`src/rtl/udc_pkg.sv`:
```
package udc_pkg;

    typedef enum logic {
        DIR_DOWN = 1'b0,
        DIR_UP   = 1'b1
    } dir_e;

    typedef enum logic [1:0] {
        ACT_CLEAR,
        ACT_LOAD,
        ACT_COUNT,
        ACT_HOLD
    } action_e;

    typedef struct packed {
        logic clear;
        logic load;
        logic stall;
    } ctrl_t;

    function automatic action_e pick_action(input ctrl_t c);
        if (c.clear)      return ACT_CLEAR;
        else if (c.load)  return ACT_LOAD;
        else if (c.stall) return ACT_HOLD;
        else              return ACT_COUNT;
    endfunction

endpackage

```
`src/rtl/udc_step.sv`:
```
module udc_step #(
    parameter int WIDTH = 4
) (
    input  logic [WIDTH-1:0]  cur,
    input  logic [WIDTH-1:0]  load_val,
    input  udc_pkg::dir_e     dir,
    input  udc_pkg::action_e  act,
    output logic [WIDTH-1:0]  nxt
);
    import udc_pkg::*;

    localparam logic [WIDTH-1:0] ONE = WIDTH'(1);

    always_comb begin
        unique case (act)
            ACT_CLEAR: nxt = '0;
            ACT_LOAD:  nxt = load_val;
            ACT_COUNT: nxt = (dir == DIR_UP) ? cur + ONE : cur - ONE;
            default:   nxt = cur;
        endcase
    end
endmodule

```
`src/rtl/udc_term.sv`:
```
module udc_term #(
    parameter int WIDTH = 4
) (
    input  logic [WIDTH-1:0] value,
    input  udc_pkg::dir_e    dir,
    input  logic             cin_n,
    output logic             cout_n
);
    import udc_pkg::*;

    logic at_top;
    logic at_bottom;

    assign at_top    = &value;
    assign at_bottom = ~|value;

    always_comb begin
        if (cin_n)
            cout_n = 1'b1;
        else if (dir == DIR_UP)
            cout_n = ~at_top;
        else
            cout_n = ~at_bottom;
    end
endmodule

```
`src/rtl/udc_stage.sv`:
```
module udc_stage #(
    parameter int WIDTH = 4
) (
    input  logic             clk,
    input  logic             rst,
    input  logic             load,
    input  logic [WIDTH-1:0] load_val,
    input  logic             up,
    input  logic             cin_n,
    output logic [WIDTH-1:0] count,
    output logic             cout_n
);
    import udc_pkg::*;

    ctrl_t            ctrl;
    action_e          act;
    dir_e             dir;
    logic [WIDTH-1:0] cnt_q;
    logic [WIDTH-1:0] cnt_d;

    assign ctrl = '{clear: rst, load: load, stall: cin_n};
    assign act  = pick_action(ctrl);
    assign dir  = up ? DIR_UP : DIR_DOWN;

    udc_step #(.WIDTH(WIDTH)) u_step (
        .cur      (cnt_q),
        .load_val (load_val),
        .dir      (dir),
        .act      (act),
        .nxt      (cnt_d)
    );

    always_ff @(posedge clk or posedge rst) begin
        if (rst)
            cnt_q <= '0;
        else
            cnt_q <= cnt_d;
    end

    // load overrides the visible value at once; the register catches it at the edge
    assign count = (act == ACT_LOAD) ? load_val : cnt_q;

    udc_term #(.WIDTH(WIDTH)) u_term (
        .value  (count),
        .dir    (dir),
        .cin_n  (cin_n),
        .cout_n (cout_n)
    );
endmodule

```
`config.mk`:
```
export PLATFORM = sky130hd
export DESIGN_NAME = udc_stage
export DESIGN_NICKNAME = d
export VERILOG_FILES = /design/src/rtl/udc_pkg.sv /design/src/rtl/udc_step.sv /design/src/rtl/udc_term.sv /design/src/rtl/udc_stage.sv
export SDC_FILE = /design/constraint.sdc
export NUM_CORES = 1
export LEC_CHECK = 0
export ABC_CLOCK_PERIOD_IN_PS = 1400
export BUFFER_PORTS_ARGS = -buffer_cell sky130_fd_sc_hd__buf_2
export CAP_MARGIN = 5
export CORE_AREA = 2 2 39 41
export DETAILED_ROUTE_END_ITERATION = 6
export DIE_AREA = 0 0 41 43
export MAX_ROUTING_LAYER = met4
export PLACE_DENSITY = 0.61
export RECOVER_POWER = 50
export SETUP_SLACK_MARGIN = 0.2
export SLEW_MARGIN = 10
export SYNTH_ARGS = -nofsm -noshare
export SYNTH_HDL_FRONTEND = slang
export SYNTH_HIERARCHICAL = 1
export SYNTH_SLANG_ARGS = --single-unit
```
`constraint.sdc`:
```
create_clock -name clk -period 1.4 [get_ports clk]
set_input_delay 0.28 -clock clk [delete_from_list [all_inputs] [get_ports clk]]
set_output_delay 0.28 -clock clk [all_outputs]
set_load 0.02 [all_outputs]
```
==> impl_results.md <==
* First-pass GRT wire length at 1.77 mm
* Post-Syn Instances at 48
* Final ANT Viol Nets at 0
* Max reg flops at 4
* Reg with most FFs: cnt_q
* Asr flop ratio synth at between 90% and 100%
* Clk root buf: clkbuf_4
* R2r startpoint: cnt_q[1]
* Setup violations, final at 2
* Largest area contributor in the netlist: dfrtp_1
* Drt total wl at 1.08 mm
* Worst EP required at 1.12 ns
* Post-route clock period utilization at 124%
* # IOs at 14
* Worst R2R Path Depth at 6
* Area grow syn2layout at 70.4%
* Fmax at between 500 and 600 MHz
* Unique cell type count in the Yosys netlist at 24
* Leakage at roughly 0.36 nW
* Share of layout cells above drive strength 1 at between 50% and 60%
* Worst-path fanout max at 3
* Clock Skews at approximately 0.0012 ns
* Detailed Route Iter0 Violations at 2
* Num CTS Buffers at 3
* Initial Util at approximately a third
* Seq/Total Area, Yosys at approximately 22%
* Num rows at 14
* Mapped Nets at 60
* Die Area at around 0.0018 sq mm
* Synth top cells by count: nand2_1 (6), inv_1 (5)
* Power Total at slightly below 0.6 mW
* Worst EP arrival at 1.45 ns
* Filler cells at 131
* Worst hold slack at ~0.043 ns
* Reg2reg setup slack at -0.10 ns
* Slew Viols, Final at 0
* RSZ-0062 raised after global routing: yes
* Width of the die at 41 microns
* Placed Area at slightly above 600 sq um
* CTS H-tree lvls at 1
* Initial antenna violation count at 0
* Failing checks: setup timing
* Status: finished, violations left
* Vias in the first global route at between 400 and 500
* # Max-Cap Violations at 0
* Design area at roughly 760 sq um
* Post-synth EDFFs at 0
* Clock Tree Buf Depth at 2
* Critical Path Start Type: flip-flop
* Drt wl/cell at between 10 and 15 microns
* Critical Path Start: cnt_q[1]
* Place WS at -0.381 ns
* Slowest stage delay, CP at approximately 0.38 ns
* Crit Reg-Reg Endpoint: cnt_q[3]
* Share of the synthesized area in the top cell type at roughly 22%
* Seq cells post-synth at 4
* Top Registers: cnt_q: 4 flops
* Slew HR at between 70% and 80%
* Synth Flop Type: dfrtp_1
* Global route overflow at 0
* Worst path slowest cell: dfrtp_1
* Cell Chain, Critical Path: mux2_4, nor4_4, a22oi_2, buf_6
* Post-synthesis cell area at 448 sq um
* Vias/cell at between 4 and 5
* Ant. Diodes at 0
* Via count at about 440
* Final GP Congestion at a little over 0.7
* HPWL Detailed at just over 800 microns
* Clk pin slew, worst setup/hold paths at approximately 0.040 ns
* Yosys warning total at 6
* Least-Margin Pin Slew at between 0.3 and 0.4 ns
* Min-delay worst type: input pin to asynchronous set/reset pin
* PnR worst setup slack at -0.332 ns
* PwrDens at a little under 800 mW/mm^2
* Total Nets Final at 92
* DRC at 0
* Core area at around 0.0014 sq mm
* Final Hold Viols at 0
* Critical Path Sink: cout_n
* Most frequent cell after synthesis: nand2_1
* Largest net degree at the start of global routing at 9
* Min Tclk post-route at roughly 1.7 ns
* GR Util All Layers at between 10% and 20%
* Worst skew pair latency at 0.24 ns
* Port buffer count at 13
* Syn_area_per_cell at between 9 and 10 sq um
* Worst vdd ir at 0.000337 V
* CP Class: flip-flop to output pin
* Top post-synthesis cells by area: dfrtp_1 (22%), mux2_4 (13%), mux2_2 (7.5%)
* Setup tns final at -0.427 ns
* Crit end category: output pin
* Drt pass-1 iters at 2
* CTS sink cnt at 4
* CTS tree: built
* Die H at between 40 and 50 microns
==> worst min-delay path by stage <==
| stage | cells after the start | endpoint |
|---|---|---|
| floorplan | 1 | cnt_q[0] |
| global placement | 3 | cnt_q[3] |
| detailed placement | 3 | cnt_q[3] |
| CTS | 3 | cnt_q[3] |
| global route | 3 | cnt_q[3] |
| finish | 3 | cnt_q[3] |
==> placed cells by master (no fill, tap or decap), types with 2 or more instances in the layout <==
cell type | netlist | layout
nand2_1 | 6 | 6
clkbuf_4 | 0 | 3
mux2_4 | 4 | 4
buf_6 | 0 | 9
dfrtp_1 | 4 | 4
ha_4 | 0 | 2
o21ai_0 | 4 | 2
nor2_1 | 4 | 4
buf_2 | 1 | 6
inv_1 | 5 | 4
mux2_2 | 3 | 3
buf_4 | 0 | 11
==> report_power, final <==
part	internal (mW)	total, mW	switching, mW
sequential	0.129	0.136	0.00720
combinational	0.176	0.314	0.138
clock	0.0958	0.142	0.0467
total	0.401	0.593	0.192
==> critical path: cells and delay by family, from the launching register on <==
family                 cells  cell delay [ns]
AND/OR/NAND/NOR            1             0.28
multiplexers               1             0.30
buffers and inverters      1             0.14
flip-flops                 1             0.38
AO/OA/AOI/OAI              1             0.11
==> timing repair <==
item	in CTS	in global routing
pin swaps	7	6
resized for setup	19	6
endpoints found under the hold margin	0	0
setup buffers	3	1
setup endpoints to repair	8	9
hold buffers	0	0
==> cell type report <==
type / count / area [sq um] / area share, %
clock buffer: 3 / 22.5 / 2.95
timing repair buffer: 28 / 233 / 30.5
inverter: 5 / 18.8 / 2.46
tap: 16 / 20.0 / 2.62
multi-input combinational: 38 / 369 / 48.4
sequential: 4 / 100 / 13.1
==> through the flow <==
stage | util, % | instances
6_report | 55.2 | 94
3_5_place_dp | 44.5 | 87
2_1_floorplan | - | 48
3_3_place_gp | 44.5 | 87
5_1_grt | 55.2 | 94
4_1_cts | 53.3 | 93
==> cells by family after synthesis <==
group                    after synthesis  synth area share, %
XOR/XNOR                               2                 3.91
buffers and inverters                  6                 5.31
AO/OA/AOI/OAI                          8                 13.1
adder cells (fa/ha/maj)                3                 10.1
multiplexers                           8                 23.2
AND/OR/NAND/NOR                       17                 22.1
flip-flops                             4                 22.3
==> metal layers <==
metal	vias to the layer above	track usage [%]	share of wire (%)
met1	196	18.5	43
met3	2	3.66	5.4
met2	13	23.1	50
li1	227	-	-
met4	0	10.0	1.8
met5	-	-	0
Power figures use the tool's default switching activity.
